File: config.mk
export PLATFORM = sky130hd
export DESIGN_NAME = pred_alu8
export DESIGN_NICKNAME = d
export VERILOG_FILES = /design/src/rtl/pred_alu8_pkg.sv /design/src/rtl/alu8_bitlogic.sv /design/src/rtl/alu8_adder.sv /design/src/rtl/alu8_flags.sv /design/src/rtl/pred_alu8.sv
export SDC_FILE = /design/constraint.sdc
export NUM_CORES = 1
export LEC_CHECK = 0
export BUFFER_PORTS_ARGS = -buffer_cell sky130_fd_sc_hd__buf_2
export CAP_MARGIN = 5
export CORE_ASPECT_RATIO = 2
export CORE_MARGIN = 5
export CORE_UTILIZATION = 45
export CTS_BUF_LIST = sky130_fd_sc_hd__clkbuf_4 sky130_fd_sc_hd__clkbuf_8 sky130_fd_sc_hd__clkbuf_16
export CTS_CLUSTER_DIAMETER = 80
export DETAILED_ROUTE_END_ITERATION = 8
export PLACE_DENSITY = 0.73
export SLEW_MARGIN = 20
export SYNTH_ARGS = -nofsm -noshare
export SYNTH_HDL_FRONTEND = slang
export SYNTH_HIERARCHICAL = 1
export SYNTH_SLANG_ARGS = --single-unit
File: constraint.sdc
create_clock -name clk -period 3.1 [get_ports clk]
set_input_delay 0.155 -clock clk [delete_from_list [all_inputs] [get_ports clk]]
set_output_delay 0.155 -clock clk [all_outputs]
set_load 0.01 [all_outputs]
File: src/rtl/pred_alu8_pkg.sv
package pred_alu8_pkg;
  typedef enum logic [2:0] {
    OP_OR   = 3'd0,
    OP_XOR  = 3'd1,
    OP_AND  = 3'd2,
    OP_ANDN = 3'd3,
    OP_CMPU = 3'd4,
    OP_CMPS = 3'd5,
    OP_SUB  = 3'd6,
    OP_ADD  = 3'd7
  } alu_op_e;
endpackage

File: src/rtl/alu8_bitlogic.sv
module alu8_bitlogic #(
  parameter int W = 8
) (
  input  logic [W-1:0] a,
  input  logic [W-1:0] b,
  input  logic [1:0]   sel,
  output logic [W-1:0] y
);
  // sel: 0 OR, 1 XOR, 2/3 AND (operand a arrives pre-inverted for and-not)
  for (genvar i = 0; i < W; i++) begin : g_bit
    always_comb begin
      unique case (sel)
        2'd0:    y[i] = a[i] | b[i];
        2'd1:    y[i] = a[i] ^ b[i];
        default: y[i] = a[i] & b[i];
      endcase
    end
  end
endmodule

File: src/rtl/alu8_adder.sv
module alu8_adder #(
  parameter int W = 8
) (
  input  logic [W-1:0] a,
  input  logic [W-1:0] b,
  input  logic         cin,
  input  logic         signed_order,
  output logic [W-1:0] sum,
  output logic         cout
);
  localparam int MSB = W - 1;
  logic [W-1:0] a_adj, b_adj;

  always_comb begin
    a_adj = a;
    b_adj = b;
    // Flipping both MSBs leaves the sum bits unchanged; only carry-out moves.
    if (signed_order) begin
      a_adj[MSB] = ~a[MSB];
      b_adj[MSB] = ~b[MSB];
    end
    {cout, sum} = {1'b0, a_adj} + {1'b0, b_adj} + {{W{1'b0}}, cin};
  end
endmodule

File: src/rtl/alu8_flags.sv
module alu8_flags (
  input  logic clk,
  input  logic rst,
  input  logic en,
  input  logic upd_c,
  input  logic c_next,
  input  logic z_next,
  input  logic s_next,
  output logic c_q,
  output logic z_q,
  output logic s_q
);
  always_ff @(posedge clk) begin
    if (rst) begin
      c_q <= 1'b0;
      z_q <= 1'b0;
      s_q <= 1'b0;
    end else if (en) begin
      z_q <= z_next;
      s_q <= s_next;
      if (upd_c) c_q <= c_next;
    end
  end

  assert_flags_hold_R9: assert property (@(posedge clk) disable iff (rst)
    !en |=> ($stable(c_q) && $stable(z_q) && $stable(s_q)));

  assert_reset_clear_R10: assert property (@(posedge clk)
    rst |=> (!c_q && !z_q && !s_q));
endmodule

File: src/rtl/pred_alu8.sv
module pred_alu8 #(
  parameter int W = 8
) (
  input  logic         clk,
  input  logic         rst,
  input  logic [2:0]   op,
  input  logic [W-1:0] snd,
  input  logic [W-1:0] sri,
  input  logic         exec_en,
  output logic [W-1:0] result,
  output logic         wr_en,
  output logic         flag_c,
  output logic flag_z,
  output logic flag_s
);
  import pred_alu8_pkg::*;

  localparam int MSB = W - 1;

  alu_op_e      opc;
  logic         inv_snd;
  logic         is_arith;
  logic         is_cmp;
  logic [W-1:0] a_op;
  logic [W-1:0] logic_y;
  logic [W-1:0] sum_y;
  logic         carry_out;

  assign opc      = alu_op_e'(op);
  // Inverting term: high for and-not, both compares and subtract; low for add.
  assign inv_snd  = op[2] ^ (op[1] & op[0]);
  assign is_arith = op[2];
  assign is_cmp   = (opc == OP_CMPU) || (opc == OP_CMPS);
  assign a_op     = snd ^ {W{inv_snd}};

  alu8_bitlogic #(.W(W)) u_logic (
    .a   (a_op),
    .b   (sri),
    .sel (op[1:0]),
    .y   (logic_y)
  );

  alu8_adder #(.W(W)) u_adder (
    .a            (a_op),
    .b            (sri),
    .cin          (inv_snd),
    .signed_order (opc == OP_CMPS),
    .sum          (sum_y),
    .cout         (carry_out)
  );

  assign result = is_arith ? sum_y : logic_y;
  assign wr_en  = exec_en & ~is_cmp;

  alu8_flags u_flags (
    .clk    (clk),
    .rst    (rst),
    .en     (exec_en),
    .upd_c  (is_arith),
    .c_next (carry_out),
    .z_next (result == '0),
    .s_next (result[MSB]),
    .c_q    (flag_c),
    .z_q    (flag_z),
    .s_q    (flag_s)
  );

  assert_write_needs_exec_R9: assert property (@(posedge clk) disable iff (rst)
    wr_en |-> exec_en);

  assert_logic_keeps_carry_R7: assert property (@(posedge clk) disable iff (rst)
    (exec_en && !op[2]) |=> $stable(flag_c));

  assert_zero_flag_R8: assert property (@(posedge clk) disable iff (rst)
    exec_en |=> (flag_z == ($past(result) == '0)));

  assert_sign_flag_R8: assert property (@(posedge clk) disable iff (rst)
    exec_en |=> (flag_s == $past(result[MSB])));

  assert_signed_order_R6: assert property (@(posedge clk) disable iff (rst)
    (exec_en && op == 3'd5) |=> (flag_c == ($signed($past(sri)) >= $signed($past(snd)))));

  assert_unsigned_order_R5: assert property (@(posedge clk) disable iff (rst)
    (exec_en && op == 3'd4) |=> (flag_c == ($past(sri) >= $past(snd))));
endmodule

== After elaboration in Yosys (flattened, before gate mapping) ==
Cells that the tools add are included.
W data, S select, Z words.
Cells by class
  bitwise logic cells: 31
  reductions and logical operators: 4
  equality and inequality tests: 3
  $add $sub $neg: 2
  multiplexer cells: 11
Operators with widths (count)
  $pmux W1 S2: 8
  $and A1 B1 Y1: 10
  $add A8 B8 Y9: 1
  $add A9 B1 Y9: 1
  $xor A1 B1 Y1: 9
  $logic_not A8 Y1: 1
  $mux W8: 1
  $or A1 B1 Y1: 8
  $xor A8 B8 Y8: 1
  $eq A3 B3 Y1 const B: 2
  $not A1 Y1: 3
  $eq A2 B1 Y1 const B: 1
  $logic_not A2 Y1: 1
  $mux W1: 2
  $reduce_and A2 Y1: 1
  $logic_or A1 B1 Y1: 1
Word-level totals
  bits of input ports: 22
  register bits after elaboration: 3
  output and inout bits: 12

== Longest topological paths before layout ==
Gate-level depths: netlist (run 1).
  depth in word-level cells: 9
  mapped depth: 14
  depth with buffers taken out: 14

== Hierarchy ==
The synthesis (run 1) kept the hierarchy.
By module, submodules not included
  alu8_bitlogic: area each 525.5 um^2, seq. area each 0.0 um^2, times used 1, cells an instance 66
  alu8_adder: area each 307.8 um^2, seq. area each 0.0 um^2, times used 1, cells an instance 39
  pred_alu8: area each 285.3 um^2, seq. area each 0.0 um^2, times used 1, cells an instance 32
  alu8_flags: area each 111.4 um^2, seq. area each 60.1 um^2, times used 1, cells an instance 10

== Worst setup path before layout (run 1) ==
No wires, ideal clock.
  path kind: input to register
  start: input port op[1]
  end: register u_flags.z_q
  data arrival time: 2968 ps
  setup time: 64 ps
  stages: 14
  path slack: 68 ps
  buffers on the path: 0
  cell sequence: nand2_1 xor2_4 xnor2_1 fa_1 fa_1 a21oi_1 o21ai_0 a21oi_1 xnor2_1 nor4_1 a22oi_1 nor4_2 mux2i_1 nor2_1
On the way
  elaborated cells between the ends (all ways): 45
RTL lines
  start: declaration: line pred_alu8.sv:6  | input logic [2:0] op,
  $and A1 B1 Y1: line pred_alu8.sv:31  | assign inv_snd = op[2] ^ (op[1] & op[0]);
  $xor A1 B1 Y1: line pred_alu8.sv:31
  $xor A8 B8 Y8: line pred_alu8.sv:34  | assign a_op = snd ^ {W{inv_snd}};
  named net a_op[0]: line pred_alu8.sv:24  | logic [W-1:0] a_op;
  $add A8 B8 Y9: line alu8_adder.sv:22  | {cout, sum} = {1'b0, a_adj} + {1'b0, b_adj} + {{W{1'b0}}, cin};
  $add A9 B1 Y9: line alu8_adder.sv:22
  named net sum_y[6]: line pred_alu8.sv:26  | logic [W-1:0] sum_y;
  $mux W8: line pred_alu8.sv:52  | assign result = is_arith ? sum_y : logic_y;
  $logic_not A8 Y1: line pred_alu8.sv:61  | .z_next (result == '0),
  end signal: assignment: line alu8_flags.sv:19  | z_q <= z_next;
  end: declaration: line alu8_flags.sv:10  | output logic z_q,
The timed path passes the listed nets, and every way through them passes these cells.
A chain may end at the register's enable or synchronous reset.

== Worst setup path after layout (run 1) ==
Same ends and word-level chain as after synthesis.

==> metrics, run 1 <==
I/O Buffers=33; Highest Clock Rate=between 300 and 400 MHz; net count after synthesis=~190; ys async rst share=0%; Syn. warnings=6; first-pass GRT wire length=a little over 5000 um; Slowest-stage cell, CP=fa_1; # IOs=34; routed vias=approximately 1,200; Setup Crit Path Kind=in2reg; antenna violations before repair=0; root buf cell=clkbuf_8; CP arrival=approximately 3100 ps; Max H-tree Level=1; Worst Tran Pin Value=slightly above 500 ps; Max VDD drop=~0.21 mV; Total Routing Usage GR=between 10% and 20%; RSZ-0062 raised after global routing=false; fin crit period=2940 ps; Post-synth EDFFs=0; Setup violations, final=0; Sink Count=3; Syn Inst Count=147; # Max-Cap Violations=0; core area=0.00270 sq mm; placed cells=214; most common library cells after synthesis=ha_1 (22), inv_1 (20), nand2_1 (13), xnor2_1 (11), nor2_1 (7); antenna fix cells=0; Clock Latency Late Sink=210 ps; initial drt markers=38; Final Max Slew Viols=0; Hold Path Class=in2reg; Place WS=-104 ps; non-filler cells, final=around 220; top-count cell post-synth=ha_1; Synth Flop Type=dfxtp_1; drt pass-1 iters=4; GRT overflow=0; setup TNS=0 ps; post-cts resize count=0; leading area contributor after synthesis=ha_1; Area Overhead vs Synth=23.8%; synthesis-stage register bit count=3; WL final=3120 um; Final Hold Vio Count=0; clock skew=0 ps; status=complete, no violations; Worst Path Required=about 3300 ps; total power=around 590 uW; Row Count=27; CP startpoint kind=input pin; largest net degree at the start of global routing=18; relative slew slack=between 60% and 70%; nets=approximately 240; fin worst setup slack=about 160 ps; Placer Congestion=0.982; nature of the critical path endpoint=flip-flop; CTS tree=built; die area=between 0.003 and 0.004 sq mm; mapped cell area=approximately 0.0012 sq mm; Cell Pwr Density=around 390 mW/mm^2; Bufs on Longest Clock Path=2; crit-path max cell delay=about 470 ps; Routed Antenna Nets=0; hold buffers post-CTS=0; number of global-route vias before repair=between 1,000 and 1,500; CP cell instances=buf_2 > nand2_1 > xor2_4 > xnor2_1 > fa_1 > fa_1 > a21oi_2 > o21ai_0 > a21oi_2 > xnor2_1 > nor4_1 > a22oi_1 > nor4_2 > mux2i_1 > nor2_1; Die H=approximately 84 um; Buf/Inv on CP=1; DR vias/cell=about 5.4; hpwl dp=~2700 um; clock buffers created by TritonCTS=3; fin crit share=94.9%; Synth cell types=38; Largest delay share family, worst path=adder cells; Worst-path clk slew=~30 ps; Area contributors post-synth=ha_1 (22%), xnor2_1 (7.8%), inv_1 (6.1%), mux2_2 (5.5%), dfxtp_1 (4.9%); crit path max fanout=3; DRC=0; leakage power=0.000805 uW; post-CTS setup buffers=0; layout cells sized above 1=a little under two fifths; syn_area_per_cell=8.37 sq um; share of the synthesized area in the top cell type=approximately 22%; wire per inst=~14 um; sequential area share after synthesis=just under 5%; Chip Width=about 47 um; Starting Density=a little under half
## logic make-up after synthesis
logic type	synth area share (%)
buffers and inverters	8.75
AND/OR/NAND/NOR	21.4
multiplexers	9.56
flip-flops	4.88
XOR/XNOR	12.9
AO/OA/AOI/OAI	16.9
adder cells (fa/ha/maj)	25.6
## final cells by class
cell class	instances	area, sq um
Clock buffer	4	48.8
Fill cell	273	1180
Inverter	20	75.1
Multi-Input combinational cell	120	1070
Sequential cell	3	60.1
Tap cell	29	36.3
Timing Repair Buffer	42	233
## power breakdown
part	total (uW)	internal, uW	switching [uW]	leakage [uW]
combinational	427	202	224	0.000754
clock	122	96.4	25.3	0.0000262
sequential	43.4	42.0	1.38	0.0000245
## sequential cells by signal, indices dropped and copies added (netlist names)
signal       flops
u_flags/c_q      1
u_flags/s_q      1
u_flags/z_q      1
## through the flow
| stage | instance area [sq um] | util (%) | hold slack (ps) |
|---|---|---|---|
| after floorplan | 1230 | - | 217 |
| after global placement | 1470 | 54.3 | 347 |
| after detailed placement | 1470 | 54.3 | 347 |
| after CTS | 1520 | 56.1 | 124 |
| after global routing | 1520 | 56.3 | 142 |
| final | 1520 | 56.3 | 126 |
## final timing paths
check                            startpoint  slack (ps)           to  cells past startpoint
worst min register to register  u_flags/s_q         510  u_flags/s_q                      2
worst min-delay path                    rst         130  u_flags/c_q                      2
worst max-delay path                  op[1]         160  u_flags/z_q                     15
worst max register to register  u_flags/c_q        2390  u_flags/c_q                      2
## layout by cell type (no fill, tap or decap), types with 2 or more instances in the layout
| cell type | synthesis | layout |
|---|---|---|
| and2b_1 | 4 | 4 |
| nor2_1 | 7 | 7 |
| mux2i_1 | 2 | 2 |
| nand2_1 | 13 | 13 |
| a21oi_2 | 1 | 3 |
| fa_1 | 2 | 2 |
| mux2_4 | 2 | 2 |
| a21oi_1 | 6 | 4 |
| nor2b_1 | 4 | 4 |
| dfxtp_1 | 3 | 3 |
| xor2_1 | 4 | 4 |
| clkbuf_8 | 0 | 3 |
| ha_1 | 22 | 22 |
| o31ai_2 | 4 | 4 |
| mux2_2 | 6 | 6 |
| inv_1 | 20 | 20 |
| o31ai_1 | 4 | 4 |
| buf_2 | 2 | 33 |
| a31oi_1 | 2 | 2 |
| nor2b_4 | 4 | 4 |
| nor3_1 | 3 | 3 |
| xnor2_1 | 11 | 11 |
| o21ai_0 | 3 | 3 |
| buf_4 | 0 | 9 |
| and2b_4 | 2 | 2 |
## routing by layer
metal,vias to the layer above,track usage (%),wire length (um),part of all wire (%)
met5,-,0,0,0
met2,37,32.0,1820,58
met4,0,8.56,156,5.0
li1,577,-,-,-
met1,539,16.2,1010,32
met3,14,1.73,137,4.4
(Power assumes the default switching activity.)
==> run 2, diff against run 1 <==
ABC_AREA = 1   (was default)
==> run 2 against run 1 <==
Fmax rose by 9.0%; sequential share of layout area about the same; cell count increased by 35%; power down 22%; critical path depth up 2; die area up 4.1%; design area rose by 0.74%; clock skew is the same.
==> metrics, run 2 <==
status=complete, no violations; leakage power=0.000997 uW; number of global-route vias before repair=between 1,000 and 1,500; sequential area share after synthesis=around 4.7%; CP arrival=around 2600 ps; fin crit period=around 2700 ps; nature of the critical path endpoint=output port; CP startpoint kind=input pin; synthesis-stage register bit count=3; Met3 Routed Length=between 150 and 200 um; Final Max Slew Viols=0; crit path max fanout=11; Max VDD drop=about 0.15 mV; Slowest-stage cell, CP=fa_1; most common library cells after synthesis=nand2_1 (85), inv_1 (42), nand3_1 (27), ha_1 (22), nor2_1 (14); clock skew=0 ps; initial drt markers=23; Fin Hold WS=192 ps; root buf cell=clkbuf_8; Routed Antenna Nets=0; mapped cell area=0.00129 sq mm; CTS tree=built; Synth cell types=26; post-CTS setup buffers=0; largest net degree at the start of global routing=12; drt pass-1 iters=4; Cell Pwr Density=approximately 300 mW/mm^2; Synth Flop Type=dfxtp_1; Worst Path Required=around 2900 ps; layout cells sized above 1=21.4%; WL final=between 3000 and 4000 um; Final Util=55.4%; Bufs on Longest Clock Path=2; Final Hold Vio Count=0; share of the synthesized area in the top cell type=24.7%; CP cell instances=buf_2 > inv_2 > o21ai_4 > nand2_4 > nand2_1 > nand2_1 > fa_1 > fa_1 > nand2_1 > nand2_1 > nand3b_1 > nand2_1 > nand2_1 > nand2_1 > nand2_1 > nand2_1 > buf_2; Max H-tree Level=1; leading area contributor after synthesis=nand2_1; # IOs=34; biggest regs=u_flags/c_q x1, u_flags/s_q x1, u_flags/z_q x1; setup TNS=0 ps; Area contributors post-synth=nand2_1 (25%), ha_1 (21%), inv_1 (12%), nand3_1 (10%), dfxtp_1 (4.7%); crit-path max cell delay=490 ps; uppermost layer routed=met4; most frequent cells in the layout=nand2_1 (85), inv_1 (42), buf_2 (33); Setup violations, final=0; Chip Width=47.9 um; Worst-path clk slew=30 ps; Total Routing Usage GR=approximately 17%; commonest non-fill, non-tap cell in the layout=nand2_1; Placer Congestion=between 0.8 and 0.9; Syn Inst Count=between 200 and 250; antenna fix cells=0; fin crit share=between 80% and 90%; clock buffers created by TritonCTS=3; net count after synthesis=274; hold buffers post-CTS=0; hpwl dp=around 2800 um; Die H=around 86 um; Worst Tran Pin Value=roughly 250 ps; syn_area_per_cell=approximately 5.7 sq um; wire per inst=11.1 um; Sink Count=3; critical path's most frequent cell=nand2_1; post-cts resize count=0; RSZ-0062 raised after global routing=false; Clock Latency Late Sink=220 ps; Syn. warnings=6; DR vias/cell=roughly 4.9; Hold Path Class=in2reg; core area=0.00277 sq mm; relative slew slack=83.5%; ys async rst share=0%; first-pass GRT wire length=roughly 5200 um; top-count cell post-synth=nand2_1; # Max-Cap Violations=0; Starting Density=a little under half; Highest Clock Rate=roughly 370 MHz; Post-synth EDFFs=0; met1 WL=roughly 1200 um; Post-DP Area=about 0.0015 sq mm; Area Overhead vs Synth=18.9%; I/O Buffers=33; die area=between 0.004 and 0.005 sq mm; nets=313; antenna violations before repair=0; DRC=0; routed vias=1,432; Row Count=27; Setup Crit Path Kind=in2out; met2 WL=approximately 1900 um; GRT overflow=0; Largest delay share family, worst path=adder cells; Buf/Inv on CP=3; design area=0.00153 sq mm; filler cell count=around 300
run 2: cell types whose count changed after synthesis, sizes merged, moves of 3 or more:
| cell | delta |
|---|---|
| a21oi | -5 |
| and2b | -6 |
| inv | +27 |
| mux2 | -8 |
| nand2 | +75 |
| nand3 | +28 |
| nor2 | +11 |
| nor2b | -8 |
| o31ai | -8 |
| xnor2 | -9 |
| xor2 | -3 |
run 2: cell families (layout without fill, tap and decap cells):
logic type | count (synthesis) | in the layout | synth area share (%)
and+or+nand+nor | 140 | 140 | 47.7
buffers and inverters | 50 | 88 | 16.7
adders and majority gates | 24 | 24 | 24.4
AOI/OAI and AO/OA | 7 | 7 | 3.78
xor gates and xnor gates | 4 | 4 | 2.72
DFF | 3 | 3 | 4.66
run 2: metrics by stage:
| step | total power (uW) | setup WS [ps] | std cells |
|---|---|---|---|
| after floorplan | 254 | 601 | 228 |
| after global placement | 340 | 320 | 291 |
| after detailed placement | 341 | 230 | 291 |
| after CTS | 467 | 404 | 295 |
| after global routing | 512 | 132 | 295 |
| final | 464 | 399 | 295 |
run 2: power by group:
part	switching [uW]	internal, uW	leakage (uW)
clock network	26.8	96.5	0.0000262
logic	180	118	0.000946
registers	1.04	41.8	0.0000248
run 2: worst paths after layout:
kind / from / endpoint / slack [ps] / cells after the start
worst max-delay path: op[0] / result[6] / 400 / 17
worst min-delay path: rst / u_flags/c_q / 190 / 4
worst max register to register: u_flags/z_q / u_flags/z_q / 2470 / 2
worst min register to register: u_flags/c_q / u_flags/c_q / 500 / 4
run 2: area by class of cell:
class	instances	area [sq um]	area share, %
repair buffers	37	195	12.7
multi-input cells	175	1010	66.1
flip-flops and latches	3	60.1	3.92
inverters	47	179	11.7
clock buffers	4	48.8	3.18
well taps	29	36.3	2.37
run 2: per-layer routing:
metal | GRT usage (%) | vias to the layer above
li1 | - | 769
met1 | 18.1 | 626
met2 | 32.0 | 33
met3 | 1.68 | 4
met4 | 5.15 | 0
met5 | 0 | -
run 2: worst reg2reg max path: stages, from the launching register on:
cell and delay, ps:
dfxtp_1 290, o21ai_0 160, nor2_1 60
==> run 3, diff against run 2 <==
CTS_BUF_LIST = sky130_fd_sc_hd__clkbuf_16   (was sky130_fd_sc_hd__clkbuf_4 sky130_fd_sc_hd__clkbuf_8 sky130_fd_sc_hd__clkbuf_16)
==> run 3 against run 2 <==
Core utilization rose by 1.1 points; power rose by 17%; clock power up 65%; design area increased by 2.0%; critical endpoint unchanged; combinational power hardly changed.
==> metrics, run 3 (same netlist as run 2, synthesis figures left out) <==
Setup Crit Path Kind=in2out; Placer Congestion=a little over 0.8; core area=0.00277 sq mm; setup TNS=0 ps; Buf/Inv on CP=3; hpwl dp=2760 um; nets=between 300 and 400; Worst Path Required=just under 3000 ps; die area=~0.0041 sq mm; RR Endpoint=u_flags/z_q; post-cts resize count=0; # Max-Cap Violations=0; Final Max Slew Viols=0; r2r startpoint=u_flags/z_q; status=complete, no violations; Row Count=27; WL final=3260 um; root buf cell=clkbuf_16; Final Util=between 50% and 60%; Worst Tran Pin Value=around 250 ps; first-pass GRT wire length=~5200 um; Slowest-stage cell, CP=fa_1; Cells on Worst Hold Path=4; fin crit share=between 80 and 90%; Max H-tree Level=1; GRT overflow=0; R2R setup slack=around 2500 ps; Bufs on Longest Clock Path=2; DR vias/cell=4.87; largest net degree at the start of global routing=12; post-CTS setup buffers=0; Final Hold Vio Count=0; DRC=0; WHS Endpoint=u_flags/c_q; antenna violations before repair=0; commonest non-fill, non-tap cell in the layout=nand2_1; CTS tree=built; Starting Density=46.6%; clock skew=0 ps; initial drt markers=36; Highest Clock Rate=roughly 370 MHz; routed vias=1,438; Die H=roughly 86 um; RSZ-0062 raised after global routing=false; biggest regs=u_flags/c_q x1, u_flags/s_q x1, u_flags/z_q x1; CP cell instances=buf_2 > inv_2 > o21ai_4 > nand2_4 > nand2_1 > nand2_1 > fa_1 > fa_1 > nand2_1 > nand2_1 > nand3b_1 > nand2_1 > nand2_1 > nand2_1 > nand2_1 > nand2_1 > buf_2; CP arrival=around 2500 ps; Sink Count=3; crit path max fanout=11; clock buffers created by TritonCTS=3; GRT met2 Usage=between 30% and 40%; nature of the critical path endpoint=output port; antenna fix cells=0; Reg2Reg Depth=2; met3 usage=~1.1%; CP startpoint kind=input pin; Chip Width=47.9 um; M1 GR Usage=between 10% and 20%; Routed Antenna Nets=0; relative slew slack=between 80% and 90%; Hold Path Class=in2reg; Max VDD drop=approximately 0.16 mV; number of global-route vias before repair=approximately 1,300; Worst-path clk slew=roughly 30 ps; layout cells sized above 1=between 20% and 30%; crit-path max cell delay=slightly below 500 ps; Min-Delay Startpoint=rst; GRT busiest layer=met2; I/O Buffers=33; Setup violations, final=0; leakage power=between 0.001 and 0.0015 uW; critical path's most frequent cell=nand2_1; Largest delay share family, worst path=adder cells; hold buffers post-CTS=0; Total Routing Usage GR=around 17%; Clock Latency Late Sink=230 ps; Cell Pwr Density=347 mW/mm^2; wire per inst=about 11 um; # IOs=34; most frequent cells in the layout=nand2_1 (85), inv_1 (43), buf_2 (33); total power=around 540 uW; drt pass-1 iters=4; fin crit period=about 2700 ps; Area Overhead vs Synth=21.2%
run 3: per-stage QoR:
step / setup WS [ps] / instance area [sq um] / std cells / hold WS (ps)
after floorplan: 601 / 1290 / 228 / 307
after global placement: 320 / 1490 / 291 / 422
after detailed placement: 230 / 1490 / 291 / 418
after CTS: 408 / 1560 / 295 / 188
after global routing: 148 / 1560 / 295 / 206
final: 401 / 1560 / 295 / 181
run 3: metal layers:
layer,share of wire [%],vias up
met5,0,-
met4,1.3,0
met3,5.2,5
met2,56,32
met1,37,634
li1,-,767
run 3: worst max-delay path by stage:
stage             endpoint  start  depth (start not counted)
2_1_floorplan  u_flags/z_q  op[0]                         20
3_3_place_gp   u_flags/z_q  op[0]                         21
3_5_place_dp   u_flags/z_q  op[0]                         21
4_1_cts          result[6]  op[0]                         17
5_1_grt        u_flags/z_q  op[0]                         21
6_report         result[6]  op[0]                         17
run 3: power by group:
part	leakage, uW	switching (uW)	internal, uW
clock network	0.0000423	36.9	166
registers	0.0000248	1.04	41.8
logic	0.000946	179	118
run 3: area by class of cell:
cell class	count	area, sq um
inverters	47	179
repair buffers	37	195
flip-flops and latches	3	60.1
clock buffers	3	75.1
multi-input cells	175	1010
well taps	29	36.3
fillers	298	1210
clock inverters	1	3.75
run 3: worst register-to-register path: stages (launching register included):
cell	delay (ps)
dfxtp_1	290
o21ai_0	160
nor2_1	50
